[src/rtl/wp_pkg.sv]
package wp_pkg;

    typedef enum logic {
        MODE_ADAPTIVE = 1'b0,
        MODE_SHARED   = 1'b1
    } wp_mode_e;

    localparam int unsigned WP_THREADS = 2;

endpackage

[src/rtl/wp_context_unit.sv]
module wp_context_unit
    import wp_pkg::*;
#(
    parameter int unsigned BASE_W  = 32,
    parameter int unsigned PMODE_W = 2
) (
    input  logic               clk,
    input  logic               rst_n,
    input  logic               wr_en,
    input  logic               wr_thread,
    input  logic [BASE_W-1:0]  wr_base,
    input  logic [PMODE_W-1:0] wr_pmode,
    input  logic               mode_wr_en,
    input  logic               mode_wr_val,
    output wp_mode_e           mode,
    output logic               same_ctx
);

    typedef struct packed {
        logic [WP_THREADS-1:0][BASE_W-1:0]  base;
        logic [WP_THREADS-1:0][PMODE_W-1:0] pmode;
        wp_mode_e                           mode;
        logic                               same;
    } ctx_state_t;

    ctx_state_t st_d, st_q;

    always_comb begin
        st_d = st_q;
        if (wr_en) begin
            st_d.base[wr_thread]  = wr_base;
            st_d.pmode[wr_thread] = wr_pmode;
            st_d.same = (st_d.base[0] == st_d.base[1]) &&
                        (st_d.pmode[0] == st_d.pmode[1]);
        end
        if (mode_wr_en) begin
            st_d.mode = wp_mode_e'(mode_wr_val);
        end
    end

    always_ff @(posedge clk or negedge rst_n) begin
        if (!rst_n) begin
            st_q.base  <= '0;
            st_q.pmode <= '0;
            st_q.mode  <= MODE_ADAPTIVE;
            st_q.same  <= 1'b1;
        end else begin
            st_q <= st_d;
        end
    end

    assign mode     = st_q.mode;
    assign same_ctx = st_q.same;

endmodule

[src/rtl/wp_tag_array.sv]
module wp_tag_array #(
    parameter int unsigned SET_BITS = 5,
    parameter int unsigned WAYS     = 4,
    parameter int unsigned TAG_BITS = 5,
    localparam int unsigned SETS    = 1 << SET_BITS,
    localparam int unsigned WAY_W   = (WAYS > 1) ? $clog2(WAYS) : 1
) (
    input  logic                          clk,
    input  logic                          rst_n,
    input  logic                          fill_en,
    input  logic [SET_BITS-1:0]           fill_set,
    input  logic [WAY_W-1:0]              fill_way,
    input  logic [TAG_BITS-1:0]           fill_tag,
    input  logic                          fill_thread,
    input  logic                          inv_en,
    input  logic [SET_BITS-1:0]           inv_set,
    input  logic [WAY_W-1:0]              inv_way,
    input  logic [SET_BITS-1:0]           rd_set,
    output logic [WAYS-1:0]               rd_valid,
    output logic [WAYS-1:0][TAG_BITS-1:0] rd_tag,
    output logic [WAYS-1:0]               rd_owner
);

    typedef struct packed {
        logic                valid;
        logic [TAG_BITS-1:0] tag;
        logic                owner;
    } entry_t;

    entry_t [SETS-1:0][WAYS-1:0] ent_d, ent_q;

    always_comb begin
        ent_d = ent_q;
        if (fill_en) begin
            ent_d[fill_set][fill_way].valid = 1'b1;
            ent_d[fill_set][fill_way].tag   = fill_tag;
            ent_d[fill_set][fill_way].owner = fill_thread;
        end
        if (inv_en) begin
            ent_d[inv_set][inv_way].valid = 1'b0;
        end
    end

    always_ff @(posedge clk or negedge rst_n) begin
        if (!rst_n) begin
            ent_q <= '0;
        end else begin
            ent_q <= ent_d;
        end
    end

    for (genvar w = 0; w < WAYS; w++) begin : g_read
        assign rd_valid[w] = ent_q[rd_set][w].valid;
        assign rd_tag[w]   = ent_q[rd_set][w].tag;
        assign rd_owner[w] = ent_q[rd_set][w].owner;
    end

endmodule

[src/rtl/wp_way_select.sv]
module wp_way_select #(
    parameter int unsigned WAYS     = 4,
    parameter int unsigned TAG_BITS = 5,
    localparam int unsigned WAY_W   = (WAYS > 1) ? $clog2(WAYS) : 1
) (
    input  logic [WAYS-1:0]               way_valid,
    input  logic [WAYS-1:0][TAG_BITS-1:0] way_tag,
    input  logic [WAYS-1:0]               way_owner,
    input  logic [TAG_BITS-1:0]           look_tag,
    input  logic                          look_thread,
    input  logic                          ignore_owner,
    output logic                          any_hit,
    output logic [WAY_W-1:0]              hit_way
);

    logic [WAYS-1:0] qual;

    for (genvar w = 0; w < WAYS; w++) begin : g_qual
        assign qual[w] = way_valid[w] &&
                         (way_tag[w] == look_tag) &&
                         (ignore_owner || (way_owner[w] == look_thread));
    end

    always_comb begin
        hit_way = '0;
        for (int w = WAYS - 1; w >= 0; w--) begin
            if (qual[w]) begin
                hit_way = WAY_W'(w);
            end
        end
    end

    assign any_hit = |qual;

endmodule

[src/rtl/thread_way_predictor.sv]
module thread_way_predictor
    import wp_pkg::*;
#(
    parameter int unsigned ADDR_W   = 32,
    parameter int unsigned SET_BITS = 5,
    parameter int unsigned SET_LSB  = 6,
    parameter int unsigned TAG_BITS = 5,
    parameter int unsigned WAYS     = 4,
    parameter int unsigned BASE_W   = 32,
    parameter int unsigned PMODE_W  = 2,
    localparam int unsigned TAG_LSB = SET_LSB + SET_BITS,
    localparam int unsigned TAG_MSB = TAG_LSB + TAG_BITS - 1,
    localparam int unsigned WAY_W   = (WAYS > 1) ? $clog2(WAYS) : 1
) (
    input  logic                clk,
    input  logic                rst_n,
    input  logic                lkp_valid,
    input  logic [ADDR_W-1:0]   lkp_addr,
    input  logic                lkp_thread,
    input  logic                fill_en,
    input  logic [SET_BITS-1:0] fill_set,
    input  logic [WAY_W-1:0]    fill_way,
    input  logic [TAG_BITS-1:0] fill_tag,
    input  logic                fill_thread,
    input  logic                inv_en,
    input  logic [SET_BITS-1:0] inv_set,
    input  logic [WAY_W-1:0]    inv_way,
    input  logic                ctx_wr_en,
    input  logic                ctx_wr_thread,
    input  logic [BASE_W-1:0]   ctx_wr_base,
    input  logic [PMODE_W-1:0]  ctx_wr_pmode,
    input  logic                mode_wr_en,
    input  logic                mode_wr_val,
    output logic                rsp_valid,
    output logic                rsp_hit,
    output logic [WAY_W-1:0]    rsp_way,
    output logic                same_ctx
);

    typedef struct packed {
        logic             valid;
        logic             hit;
        logic [WAY_W-1:0] way;
    } rsp_t;

    rsp_t rsp_d, rsp_q;

    wp_mode_e                      cur_mode;
    logic                          cur_same;
    logic [SET_BITS-1:0]           look_set;
    logic [TAG_BITS-1:0]           look_tag;
    logic [WAYS-1:0]               arr_valid;
    logic [WAYS-1:0][TAG_BITS-1:0] arr_tag;
    logic [WAYS-1:0]               arr_owner;
    logic                          sel_hit;
    logic [WAY_W-1:0]              sel_way;
    logic                          owner_free;
    logic                          unused_addr_bits;

    assign look_set = lkp_addr[TAG_LSB-1:SET_LSB];
    assign look_tag = lkp_addr[TAG_MSB:TAG_LSB];
    assign unused_addr_bits = ^{lkp_addr[ADDR_W-1:TAG_MSB+1], lkp_addr[SET_LSB-1:0]};

    wp_context_unit #(
        .BASE_W  (BASE_W),
        .PMODE_W (PMODE_W)
    ) u_ctx (
        .clk         (clk),
        .rst_n       (rst_n),
        .wr_en       (ctx_wr_en),
        .wr_thread   (ctx_wr_thread),
        .wr_base     (ctx_wr_base),
        .wr_pmode    (ctx_wr_pmode),
        .mode_wr_en  (mode_wr_en),
        .mode_wr_val (mode_wr_val),
        .mode        (cur_mode),
        .same_ctx    (cur_same)
    );

    wp_tag_array #(
        .SET_BITS (SET_BITS),
        .WAYS     (WAYS),
        .TAG_BITS (TAG_BITS)
    ) u_arr (
        .clk         (clk),
        .rst_n       (rst_n),
        .fill_en     (fill_en),
        .fill_set    (fill_set),
        .fill_way    (fill_way),
        .fill_tag    (fill_tag),
        .fill_thread (fill_thread),
        .inv_en      (inv_en),
        .inv_set     (inv_set),
        .inv_way     (inv_way),
        .rd_set      (look_set),
        .rd_valid    (arr_valid),
        .rd_tag      (arr_tag),
        .rd_owner    (arr_owner)
    );

    assign owner_free = (cur_mode == MODE_ADAPTIVE) && cur_same;

    wp_way_select #(
        .WAYS     (WAYS),
        .TAG_BITS (TAG_BITS)
    ) u_sel (
        .way_valid    (arr_valid),
        .way_tag      (arr_tag),
        .way_owner    (arr_owner),
        .look_tag     (look_tag),
        .look_thread  (lkp_thread),
        .ignore_owner (owner_free),
        .any_hit      (sel_hit),
        .hit_way      (sel_way)
    );

    always_comb begin
        rsp_d.valid = lkp_valid;
        rsp_d.hit   = lkp_valid && sel_hit;
        rsp_d.way   = (lkp_valid && sel_hit) ? sel_way : '0;
    end

    always_ff @(posedge clk or negedge rst_n) begin
        if (!rst_n) begin
            rsp_q <= '0;
        end else begin
            rsp_q <= rsp_d;
        end
    end

    assign rsp_valid = rsp_q.valid;
    assign rsp_hit   = rsp_q.hit;
    assign rsp_way   = rsp_q.way;
    assign same_ctx  = cur_same;

endmodule

[config.mk]
export PLATFORM = sky130hd
export DESIGN_NAME = thread_way_predictor
export DESIGN_NICKNAME = d
export VERILOG_FILES = /design/src/rtl/wp_pkg.sv /design/src/rtl/wp_context_unit.sv /design/src/rtl/wp_tag_array.sv /design/src/rtl/wp_way_select.sv /design/src/rtl/thread_way_predictor.sv
export SDC_FILE = /design/constraint.sdc
export NUM_CORES = 2
export LEC_CHECK = 0
export BUFFER_PORTS_ARGS = -buffer_cell sky130_fd_sc_hd__clkbuf_2
export CORE_UTILIZATION = 60
export DETAILED_ROUTE_END_ITERATION = 7
export MAX_ROUTING_LAYER = met4
export PLACE_DENSITY_LB_ADDON = 0.2
export RECOVER_POWER = 100
export SLEW_MARGIN = 10
export SYNTH_ARGS = -nofsm -noshare
export SYNTH_HDL_FRONTEND = slang
export SYNTH_HIERARCHICAL = 1
export SYNTH_SLANG_ARGS = --single-unit
[constraint.sdc]
create_clock -name clk -period 2.65 [get_ports clk]
set_input_delay 0.265 -clock clk [delete_from_list [all_inputs] [get_ports clk]]
set_output_delay 0.265 -clock clk [all_outputs]
set_load 0.05 [all_outputs]
==> qor.csv <==
metric;value;unit
clock.fmax;399;MHz
cts.path.max_buffers;3;
setup_violations;0;
placedInstanceArea;48600;sq um
worstPathMaxFanout;2;
cp.arrival;3.10;ns
clk_latency;0.66;ns
place_congestion;0.956;
grt_pass1_vias;32500;
end_kind;flip-flop;
via_count;30900;
grt_max_degree;107;
powerDensity;693;nW/um^2
max_cap_viol_count;5;
tightest_slew;1.67;ns
cts.sinks;970;
antenna_found_initial;4;
start_util;60.5;%
area_growth;13.2;%
start_kind;flip-flop;
irDropWorstVdd;922;uV
yosys_most_used_dff;dfrtp_1;
fp.dieH;278;um
postRouteAntennaNets;0;
crit_required;3.25;ns
port_buffers;78;
grt_first_pass_wirelength;192;mm
die_area;77500;sq um
cts.reportedPaths.clkPinSlew;0.06;ns
die_w;278;um
drt-total-wl;123;mm
yosysSeqAreaShare;52.9;%
synth-edff-count;0;
final.setup.tns;0;ns
pre_cts_ws;-0.294;ns
mostFrequentLayoutCells;dfrtp_1 (969), mux2_2 (805), mux2i_1 (445);
nets;3919;
layout_commonest_cell;dfrtp_1;
rsz0062_at_grt;false;
violations;max-capacitance violations, max-slew violations;
period_share;94.5;%
io_pins;101;
power.leakage;25.4;nW
synth_cell_type_count;68;
layout-drive-gt1-share;31.8;%
ys.warnings.count;6;
critical_path_class;flip-flop to flip-flop;
holdCritStartpoint;fill_tag[0];
period_needed;2.50;ns
dr.pass1.iters;8;
final_area;51900;sq um
avgSynthCellArea;12.5;sq um
yosysTopAreaCell;dfrtp_1;
synth_async_sr_flop_share;100;%
n_fill_cell;5403;
skew;0.0123;ns
slew_viol_final;222;
cts_buffers;99;
post-dp-hpwl;83.3;mm
min_path_type;primary input to flip-flop;
synth_nets;3755;
syn_area;45900;sq um
ys_seq_elements;970;
final_core_util;68.5;%
finalHoldViolCount;0;
synth.area.top_cells;dfrtp_1 (53%), mux2_2 (20%), mux2i_1 (9.7%), a21oi_1 (2.0%), nand2_1 (1.6%);
rows;101;
multi_input_comb_area;20000;sq um
avgRoutedWirePerCell;25.3;um
post-route-worst-setup-slack;0.146;ns
cts_max_level;3;
status;finished, violations left;
cts_tree;yes;
register_area;24300;sq um
syn_inst;3659;
grt_overflow;0;
via_per_inst;6.34;
track_usage;33.1;%
drcViolationCount;0;
drt_iter0_markers;2728;
slew_headroom;-11.1;%
cts_root_buf;clkbuf_16;
synth_top_area_share;52.9;%
core-area;75800;sq um
[what timing repair did]
item,in CTS,in global routing
setup buffers,0,0
setup endpoints to repair,0,3
gates resized for setup,0,4
hold buffers,39,0
endpoints found under the hold margin,116,0
[logic make-up (layout without fill, tap and decap cells)]
group	count (synthesis)	count (layout)	share of synthesized area [%]
buf+inv	311	552	2.85
flops	970	970	52.9
xor+xnor	56	56	1.09
other cells	0	4	0
compound gates	466	466	6.68
simple gates	593	593	6.64
mux	1263	1263	29.8
[stage by stage]
step	hold WS, ns	power (mW)	std cells
3_3_place_gp	0.332	21.2	4661
3_5_place_dp	0.329	21.5	4661
4_1_cts	0.0611	36.2	4878
6_report	0.113	36.0	4882
5_1_grt	0.0992	37.2	4881
2_1_floorplan	-0.0306	19.8	3659
[where the power goes]
part / total (mW) / leakage, nW / internal (mW) / switching [mW]
Sequential: 16.9 / 12.9 / 16.2 / 0.751
Clock: 14.7 / 1.70 / 8.83 / 5.88
Combinational: 4.34 / 10.8 / 2.03 / 2.31
Total: 36.0 / 25.4 / 27.0 / 8.95
[critical path, stage by stage (launching register included)]
cell and delay, ns:
dfrtp_1 0.35, mux2i_1 0.07, a22o_1 0.25, nor3_1 0.46, a31oi_1 0.14, buf_4 0.19, nand3_1 0.08, xor2_1 0.10
nor4_4 0.33, nand2_2 0.10, a221oi_2 0.20, and3_1 0.18
[final cells by class]
class,instances,area share (%)
tap,978,2.36
antenna,4,0.0193
inverter,57,0.412
multi-input combinational,2378,38.5
sequential,970,46.8
timing repair buffer,317,5.32
clock inverter,40,1.13
clock buffer,138,5.48
[worst paths after layout]
path,endpoint,depth (start not counted),slack [ns]
hold reg to reg,u_arr/ent_q[349],1,0.49
setup / recovery,rsp_way[1],11,0.15
min in group asynchronous,asynchronous set/reset pin,2,0.20
max in group asynchronous,asynchronous set/reset pin,3,0.42
setup reg to reg,rsp_way[1],11,0.15
hold / removal,flip-flop,2,0.11
[per-layer routing]
| layer | share of wire [%] | global-route usage (%) | up-vias |
|---|---|---|---|
| met4 | 3.2 | 11.0 | 0 |
| met2 | 48 | 52.7 | 1150 |
| met5 | 0 | - | - |
| met1 | 42 | 43.8 | 16100 |
| met3 | 6.2 | 4.83 | 248 |
| li1 | - | - | 13500 |
[synthesized netlist by cell type (all sizes together) (4+ instances only)]
master,n
a2bb2oi,13
a22o,48
nand4,7
o21ai,24
or2,6
dfrtp,969
nor3b,7
mux2i,445
xnor2,24
nand3,99
or3b,4
inv,57
a22oi,91
mux2,818
o22ai,5
buf,89
a31oi,43
and3,10
nand3b,5
and2,5
a21oi,184
clkbuf,165
nor2,180
xor2,32
nor3,33
o211ai,15
and3b,4
nand2b,10
o22a,24
nor4,7
nor2b,8
nand2,203
Power figures use the tool's default switching activity.
